[config.mk]
export PLATFORM = sky130hd
export DESIGN_NAME = clkmode_seq
export DESIGN_NICKNAME = d
export VERILOG_FILES = /design/src/rtl/clkmode_pkg.sv /design/src/rtl/clkmode_route.sv /design/src/rtl/clkmode_timer.sv /design/src/rtl/clkmode_seq.sv
export SDC_FILE = /design/constraint.sdc
export NUM_CORES = 1
export LEC_CHECK = 0
export BUFFER_PORTS_ARGS = -buffer_cell sky130_fd_sc_hd__buf_4
export CAP_MARGIN = 20
export CORE_UTILIZATION = 63
export DETAILED_ROUTE_END_ITERATION = 6
export PLACE_DENSITY_LB_ADDON = 0.3
export SKIP_CTS_REPAIR_TIMING = 1
export SYNTH_ARGS = -nofsm -noshare
export SYNTH_HDL_FRONTEND = slang
export SYNTH_SLANG_ARGS = --single-unit
[constraint.sdc]
create_clock -name clk -period 3.03 [get_ports clk]
set_input_delay 0.4545 -clock clk [delete_from_list [all_inputs] [get_ports clk]]
set_output_delay 0.4545 -clock clk [all_outputs]
set_load 0.05 [all_outputs]
[src/rtl/clkmode_pkg.sv]
package clkmode_pkg;

  localparam int MODE_W    = 3;
  localparam int NUM_MODES = 1 << MODE_W;
  localparam int REQ_W     = MODE_W + 1;
  localparam int CSEL_W    = 2;

  typedef enum logic [MODE_W-1:0] {
    M_FLL_INT = 3'd0,
    M_FLL_EXT = 3'd1,
    M_BYP_INT = 3'd2,
    M_BYP_EXT = 3'd3,
    M_LP_INT  = 3'd4,
    M_LP_EXT  = 3'd5,
    M_PLL_BYP = 3'd6,
    M_PLL_ENG = 3'd7
  } mode_e;

  // clock select / status codes
  localparam logic [CSEL_W-1:0] CS_LOOP = 2'd0;
  localparam logic [CSEL_W-1:0] CS_IREF = 2'd1;
  localparam logic [CSEL_W-1:0] CS_EREF = 2'd2;
  localparam logic [CSEL_W-1:0] CS_PLL  = 2'd3;

  // next legal intermediate mode on the way from c to t
  function automatic mode_e next_hop(mode_e c, mode_e t);
    mode_e r;
    r = t;
    unique case (c)
      M_FLL_INT, M_FLL_EXT: begin
        if (t == M_LP_INT)      r = M_BYP_INT;
        else if (t > M_LP_INT)  r = M_BYP_EXT;
      end
      M_BYP_INT: if (t > M_LP_INT) r = M_BYP_EXT;
      M_BYP_EXT: begin
        if (t == M_LP_INT)       r = M_BYP_INT;
        else if (t == M_PLL_ENG) r = M_PLL_BYP;
      end
      M_LP_INT:  r = (t == M_LP_INT) ? M_LP_INT : M_BYP_INT;
      M_LP_EXT: begin
        if (t <= M_LP_INT)       r = M_BYP_EXT;
        else if (t == M_PLL_ENG) r = M_PLL_BYP;
      end
      M_PLL_BYP: if (t <= M_LP_INT) r = M_BYP_EXT;
      M_PLL_ENG: r = (t == M_PLL_ENG) ? M_PLL_ENG : M_PLL_BYP;
      default:   r = t;
    endcase
    return r;
  endfunction

endpackage

[src/rtl/clkmode_route.sv]
module clkmode_route
  import clkmode_pkg::*;
(
  input  mode_e cur,
  input  mode_e tgt,
  output mode_e hop
);
  always_comb hop = next_hop(cur, tgt);
endmodule

[src/rtl/clkmode_timer.sv]
module clkmode_timer #(
  parameter int LIMIT = 256
) (
  input  logic clk,
  input  logic rst_n,
  input  logic en,
  input  logic clr,
  output logic expired
);
  localparam int CW = $clog2(LIMIT + 1);

  logic [CW-1:0] cnt_q, cnt_d;

  always_comb begin
    if (clr || !en) cnt_d = '0;
    else            cnt_d = cnt_q + 1'b1;
    expired = en && (cnt_q == CW'(LIMIT - 1));
  end

  always_ff @(posedge clk or negedge rst_n) begin
    if (!rst_n) cnt_q <= '0;
    else        cnt_q <= cnt_d;
  end
endmodule

[src/rtl/clkmode_seq.sv]
module clkmode_seq
  import clkmode_pkg::*;
#(
  parameter int TIMEOUT_CYC = 256
) (
  input  logic              clk,
  input  logic              rst_n,
  input  logic              req_valid,
  input  logic              req_safe,
  input  logic [REQ_W-1:0]  req_mode,
  input  logic              osc_en,
  output logic              busy,
  output logic              done,
  output logic              err,
  output logic [MODE_W-1:0] cur_mode,
  output logic [CSEL_W-1:0] ctl_clk_sel,
  output logic              ctl_ref_int,
  output logic              ctl_lowpwr,
  output logic              ctl_pll_sel,
  output logic              ctl_osc_on,
  output logic              ctl_fll_min,
  input  logic [CSEL_W-1:0] st_clk_sel,
  input  logic              st_ref_int,
  input  logic              st_pll_sel,
  input  logic              st_pll_lock,
  input  logic              st_osc_rdy
);

  typedef enum logic [3:0] {
    S_IDLE, S_APPLY, S_W_OSC, S_EXT, S_W_IREF, S_W_CLK, S_W_PLLS, S_W_LOCK,
    S_SF_LP, S_SF_PLL, S_SF_ENTER
  } state_e;

  // reset: asynchronous assert, synchronous release
  logic rst_meta_q, rst_ni;
  always_ff @(posedge clk or negedge rst_n) begin
    if (!rst_n) begin
      rst_meta_q <= 1'b0;
      rst_ni     <= 1'b0;
    end else begin
      rst_meta_q <= 1'b1;
      rst_ni     <= rst_meta_q;
    end
  end

  state_e              state_q, state_d;
  mode_e               cur_q, cur_d, tgt_q, tgt_d, hop_q, hop_d, hop_w, commit_mode;
  logic                safe_q, safe_d, osce_q, osce_d;
  logic [CSEL_W-1:0]   exp_q, exp_d, csel_q, csel_d;
  logic                refi_q, refi_d, lp_q, lp_d, plls_q, plls_d;
  logic                oscon_q, oscon_d, fmin_q, fmin_d;
  logic                done_q, done_d, err_q, err_d;
  logic                waiting, met, expired, commit, tmr_clr;

  clkmode_route i_route (
    .cur (cur_q),
    .tgt (tgt_q),
    .hop (hop_w)
  );

  // status condition of the current wait state
  always_comb begin
    waiting = 1'b1;
    met     = 1'b0;
    unique case (state_q)
      S_W_OSC:  met = st_osc_rdy;
      S_W_IREF: met = st_ref_int;
      S_W_CLK:  met = (st_clk_sel == exp_q);
      S_W_PLLS: met = (st_pll_sel == plls_q);
      S_W_LOCK: met = st_pll_lock;
      default:  waiting = 1'b0;
    endcase
  end

  clkmode_timer #(.LIMIT(TIMEOUT_CYC)) i_timer (
    .clk     (clk),
    .rst_n   (rst_ni),
    .en      (waiting && !met),
    .clr     (tmr_clr),
    .expired (expired)
  );

  always_comb begin
    state_d = state_q;  cur_d  = cur_q;   tgt_d  = tgt_q;   hop_d  = hop_q;
    safe_d  = safe_q;   osce_d = osce_q;  exp_d  = exp_q;   csel_d = csel_q;
    refi_d  = refi_q;   lp_d   = lp_q;    plls_d = plls_q;  oscon_d = oscon_q;
    fmin_d  = fmin_q;   done_d = 1'b0;    err_d  = 1'b0;
    commit  = 1'b0;     commit_mode = hop_q;

    unique case (state_q)
      S_IDLE: if (req_valid) begin
        if (req_safe) begin
          safe_d  = 1'b1;
          state_d = S_SF_LP;
        end else if (req_mode > REQ_W'(NUM_MODES - 1)) begin
          err_d = 1'b1;
        end else begin
          tgt_d   = mode_e'(req_mode[MODE_W-1:0]);
          osce_d  = osc_en;
          fmin_d  = 1'b0;
          state_d = S_APPLY;
        end
      end
      S_APPLY: begin
        hop_d = hop_w;
        unique case (hop_w)
          M_FLL_INT: begin
            csel_d = CS_LOOP; refi_d = 1'b1; lp_d = 1'b0; exp_d = CS_LOOP;
            state_d = S_W_IREF;
          end
          M_BYP_INT: begin
            csel_d = CS_IREF; refi_d = 1'b1; lp_d = 1'b0; exp_d = CS_IREF;
            state_d = S_W_CLK;
          end
          M_FLL_EXT, M_BYP_EXT: begin
            oscon_d = osce_q;
            state_d = osce_q ? S_W_OSC : S_EXT;
          end
          M_LP_INT, M_LP_EXT: begin
            lp_d = 1'b1; plls_d = 1'b0;
            commit = 1'b1; commit_mode = hop_w;
          end
          M_PLL_BYP: begin
            lp_d = 1'b0; csel_d = CS_EREF; exp_d = CS_EREF;
            state_d = S_W_CLK;
          end
          default: begin
            csel_d = CS_LOOP; exp_d = CS_PLL;
            state_d = S_W_CLK;
          end
        endcase
      end
      S_W_OSC: if (met) state_d = S_EXT;
      S_EXT: begin
        refi_d = 1'b0;
        if (hop_q == M_FLL_EXT) begin
          csel_d = CS_LOOP; exp_d = CS_LOOP;
        end else begin
          csel_d = CS_EREF; exp_d = CS_EREF; lp_d = 1'b0;
        end
        state_d = S_W_CLK;
      end
      S_W_IREF: if (met) begin
        if (hop_q == M_FLL_INT) state_d = S_W_CLK;
        else                    commit  = 1'b1;
      end
      S_W_CLK: if (met) begin
        if (safe_q) begin
          state_d = S_SF_PLL;
        end else begin
          unique case (hop_q)
            M_BYP_INT: state_d = S_W_IREF;
            M_BYP_EXT: begin plls_d = 1'b0; commit = 1'b1; end
            M_PLL_BYP: begin plls_d = 1'b1; state_d = S_W_PLLS; end
            default:   commit = 1'b1;
          endcase
        end
      end
      S_W_PLLS: if (met) state_d = safe_q ? S_SF_ENTER : S_W_LOCK;
      S_W_LOCK: if (met) commit = 1'b1;
      S_SF_LP: begin
        lp_d = 1'b0;
        if (plls_q && (csel_q == CS_LOOP)) begin
          csel_d = CS_EREF; exp_d = CS_EREF; state_d = S_W_CLK;
        end else if (plls_q) begin
          state_d = S_SF_PLL;
        end else begin
          state_d = S_SF_ENTER;
        end
      end
      S_SF_PLL: begin
        plls_d  = 1'b0;
        state_d = S_W_PLLS;
      end
      S_SF_ENTER: begin
        fmin_d = 1'b1; safe_d = 1'b0;
        tgt_d  = M_FLL_INT; hop_d = M_FLL_INT;
        csel_d = CS_LOOP; refi_d = 1'b1; lp_d = 1'b0; exp_d = CS_LOOP;
        state_d = S_W_IREF;
      end
      default: state_d = S_IDLE;
    endcase

    if (waiting && expired) begin
      state_d = S_IDLE;
      err_d   = 1'b1;
      safe_d  = 1'b0;
    end

    if (commit) begin
      cur_d = commit_mode;
      if (commit_mode == tgt_q) begin
        state_d = S_IDLE;
        done_d  = 1'b1;
      end else begin
        state_d = S_APPLY;
      end
    end

    tmr_clr = (state_d != state_q);
  end

  always_ff @(posedge clk or negedge rst_ni) begin
    if (!rst_ni) begin
      state_q <= S_IDLE;    cur_q  <= M_FLL_INT; tgt_q  <= M_FLL_INT; hop_q <= M_FLL_INT;
      safe_q  <= 1'b0;      osce_q <= 1'b0;      exp_q  <= CS_LOOP;   csel_q <= CS_LOOP;
      refi_q  <= 1'b1;      lp_q   <= 1'b0;      plls_q <= 1'b0;      oscon_q <= 1'b0;
      fmin_q  <= 1'b0;      done_q <= 1'b0;      err_q  <= 1'b0;
    end else begin
      state_q <= state_d;   cur_q  <= cur_d;     tgt_q  <= tgt_d;     hop_q <= hop_d;
      safe_q  <= safe_d;    osce_q <= osce_d;    exp_q  <= exp_d;     csel_q <= csel_d;
      refi_q  <= refi_d;    lp_q   <= lp_d;      plls_q <= plls_d;    oscon_q <= oscon_d;
      fmin_q  <= fmin_d;    done_q <= done_d;    err_q  <= err_d;
    end
  end

  assign busy        = (state_q != S_IDLE);
  assign done        = done_q;
  assign err         = err_q;
  assign cur_mode    = cur_q;
  assign ctl_clk_sel = csel_q;
  assign ctl_ref_int = refi_q;
  assign ctl_lowpwr  = lp_q;
  assign ctl_pll_sel = plls_q;
  assign ctl_osc_on  = oscon_q;
  assign ctl_fll_min = fmin_q;

endmodule

==> results.json <==
{
  "worstSetupPathType": "flop to flop",
  "startpoint_type": "flop",
  "final-setup-viol-count": 0,
  "ctsHtreeMaxLevel": 2,
  "hold_viol": 0,
  "hold_path.class": "flop to async pin",
  "relSlewSlack_pct": 50.5,
  "rows": 22,
  "cts_sinks": 37,
  "vias": 2256,
  "nets": 322,
  "skew_ns": 0.0121,
  "cts_tree": "built",
  "status": "completed",
  "postSynthCellCount": 284,
  "grt_usage_pct": 31.9,
  "r2r_end": "i_timer.cnt_q[6]",
  "r2r_slack_ns": 0.60,
  "diodes": 0,
  "crit_path_start": "state_q[3]",
  "clk_pin_slew_worst_paths_ns": 0.09,
  "yosys.area.top_type": "dfrtp_1",
  "avgRoutedWirePerCell_um": 17.1,
  "crit_path_end_kind": "flop",
  "grt_overflow": 0,
  "cellPowerDensity_nw_per_um2": 1120,
  "clockRootBuffer": "clkbuf_8",
  "drt-total-wl_mm": 6.04,
  "cts_max_path_buffers": 2,
  "reg2reg_depth": 5,
  "core_um2": 3690,
  "grt_max_degree": 23,
  "fin_total_pwr_uw": 3090,
  "synthFlopType": "dfrtp_1",
  "port_buffers": 27,
  "die-area_um2": 4130,
  "viasPerCell": 6.37,
  "drc": 0,
  "async_reset_ff_share_pct": 100,
  "die_x_um": 64.3,
  "ys_seq_area_share_pct": 37.9,
  "cts_buffers": 5,
  "critPathMaxFanout": 22,
  "grt_pass1_vias": 2097,
  "r2r-start": "state_q[3]",
  "initial_core_util_pct": 66.3,
  "area_growth_pct": 12.7,
  "crit_arrival_ns": 2.66,
  "ant_nets": 0,
  "yosys.area.top_type_share_pct": 36.8,
  "worstPathRequired_ns": 3.26,
  "first_iter_violations": 329,
  "leakage_uw": 0.00123,
  "chipHeight_um": 64.3,
  "synth_fp_nets": 301,
  "first_pass_iters": 6,
  "drive_gt1_share_pct": 18.3,
  "fin_crit_ns": 2.43,
  "maxSlewViolCount": 0,
  "ios": 28,
  "rsz0062_at_grt": "false",
  "tightest_slew_ns": 0.743,
  "hpwl_mm": 4.35,
  "layout_commonest_cell": "dfrtp_1",
  "max-vdd-ir-drop_mv": 0.656,
  "antenna_found_initial": 0,
  "grt_pass1_wl_mm": 10.1,
  "ys_types": 64,
  "ys_ff_latch": 37,
  "ys.warnings.count": 0,
  "fmax_ghz": 0.411,
  "gp_congestion": 1.06,
  "yosys-top-cells-area": "dfrtp_1 37%, nor2_1 5.4%, nand2_1 3.8%",
  "drv_cap": 0,
  "final_cell_mix": "36 x dfrtp_1, 35 x nor2_1, 33 x buf_4",
  "synth_area_um2": 2440,
  "synth_edf_count": 0,
  "syn_area_per_cell_um2": 8.61,
  "clk_latency_ns": 0.30,
  "period_share_pct": 80.3,
  "fin_setup_tns_ns": 0
}
[Yosys cell counts (2+ instances only)]
| cell type | instances |
|---|---|
| a21boi_0 | 2 |
| a21o_1 | 2 |
| a21oi_1 | 14 |
| a31oi_1 | 5 |
| and2_1 | 3 |
| and3_1 | 2 |
| buf_2 | 6 |
| buf_4 | 3 |
| clkbuf_1 | 10 |
| dfrtp_1 | 36 |
| ha_1 | 2 |
| inv_1 | 11 |
| mux2_2 | 2 |
| mux2_4 | 3 |
| mux2i_1 | 5 |
| nand2_1 | 25 |
| nand2_2 | 2 |
| nand2b_1 | 7 |
| nand3_1 | 8 |
| nand4_1 | 4 |
| nand4b_1 | 2 |
| nor2_1 | 35 |
| nor2b_1 | 12 |
| nor3_1 | 5 |
| nor3b_1 | 3 |
| o211ai_1 | 2 |
| o21ai_0 | 13 |
| o21bai_1 | 3 |
| o221ai_1 | 4 |
| o22ai_1 | 2 |
| o31ai_1 | 3 |
| o32a_1 | 2 |
| or3_1 | 2 |
| xnor2_1 | 10 |
| xor2_1 | 5 |
[worst max path at each step]
stage	end	slack (ns)	cells after the start
final	i_timer.cnt_q[6]	0.60	5
after global routing	i_timer.cnt_q[6]	0.46	5
after CTS	exp_q[0]	0.65	6
after detailed placement	exp_q[1]	0.65	6
after global placement	ctl_clk_sel[0]	0.70	6
after floorplan	ctl_clk_sel[0]	0.62	7
[state kept, by name (all words and copies together) (netlist names)]
name,flops
hop_q,3
err,1
ctl_pll_sel,1
rst_ni,1
osce_q,1
done,1
ctl_ref_int,1
safe_q,1
tgt_q,3
state_q,4
ctl_clk_sel,2
cur_mode,3
ctl_lowpwr,1
ctl_osc_on,1
i_timer.cnt_q,9
exp_q,2
rst_meta_q,1
ctl_fll_min,1
[cells by family after synthesis]
logic type,count (synthesis),share of synthesized area [%]
xor+xnor,15,5.37
buf+inv,31,5.83
simple gates,117,24.0
flops,37,37.9
other cells,1,0.153
compound gates,71,20.9
fa+ha+maj,2,1.02
mux,10,4.81
[metal layers]
layer	GRT usage, %	up-vias	share of wire [%]	wire length [µm]
met5	0	-	0	0
met1	46.2	1059	43	2630
li1	-	1047	-	-
met2	46.1	130	46	2760
met4	15.0	0	3.0	182
met3	5.36	20	7.8	471
[layout make-up]
type                            count  area [µm²]
Clock buffer                        5        68.8
Tap cell                           48        60.1
Multi-Input combinational cell    216        1380
Fill cell                         286         933
Clock inverter                      3        25.0
Sequential cell                    37         927
Timing Repair Buffer               34         258
Inverter                           11        41.3
[per-stage QoR]
| stage | hold slack, ns | cell area (µm²) | cells | setup WS [ns] | utilization [%] |
|---|---|---|---|---|---|
| final | 0.225 | 2760 | 354 | 0.597 | 74.7 |
| after global routing | 0.274 | 2760 | 354 | 0.459 | 74.7 |
| after CTS | -0.0839 | 2750 | 353 | 0.646 | 74.4 |
| after detailed placement | 0.237 | 2650 | 345 | 0.647 | 71.9 |
| after global placement | 0.227 | 2650 | 345 | 0.701 | 71.9 |
| after floorplan | 0.159 | 2440 | 284 | 0.618 | - |
[report_power, final]
group          leakage [µW]  internal, µW  switching, µW
combinational      0.000712           705           1040
sequential         0.000470           653            323
clock             0.0000447           166            204
total               0.00123          1520           1570
[worst max-delay path: stages (launching register included)]
cell	delay, ns
dfrtp_1	0.78
nor2b_1	0.16
o21ai_0	0.19
o221ai_1	0.43
or3_1	0.62
nor2_1	0.16
Power figures use the tool's default switching activity.
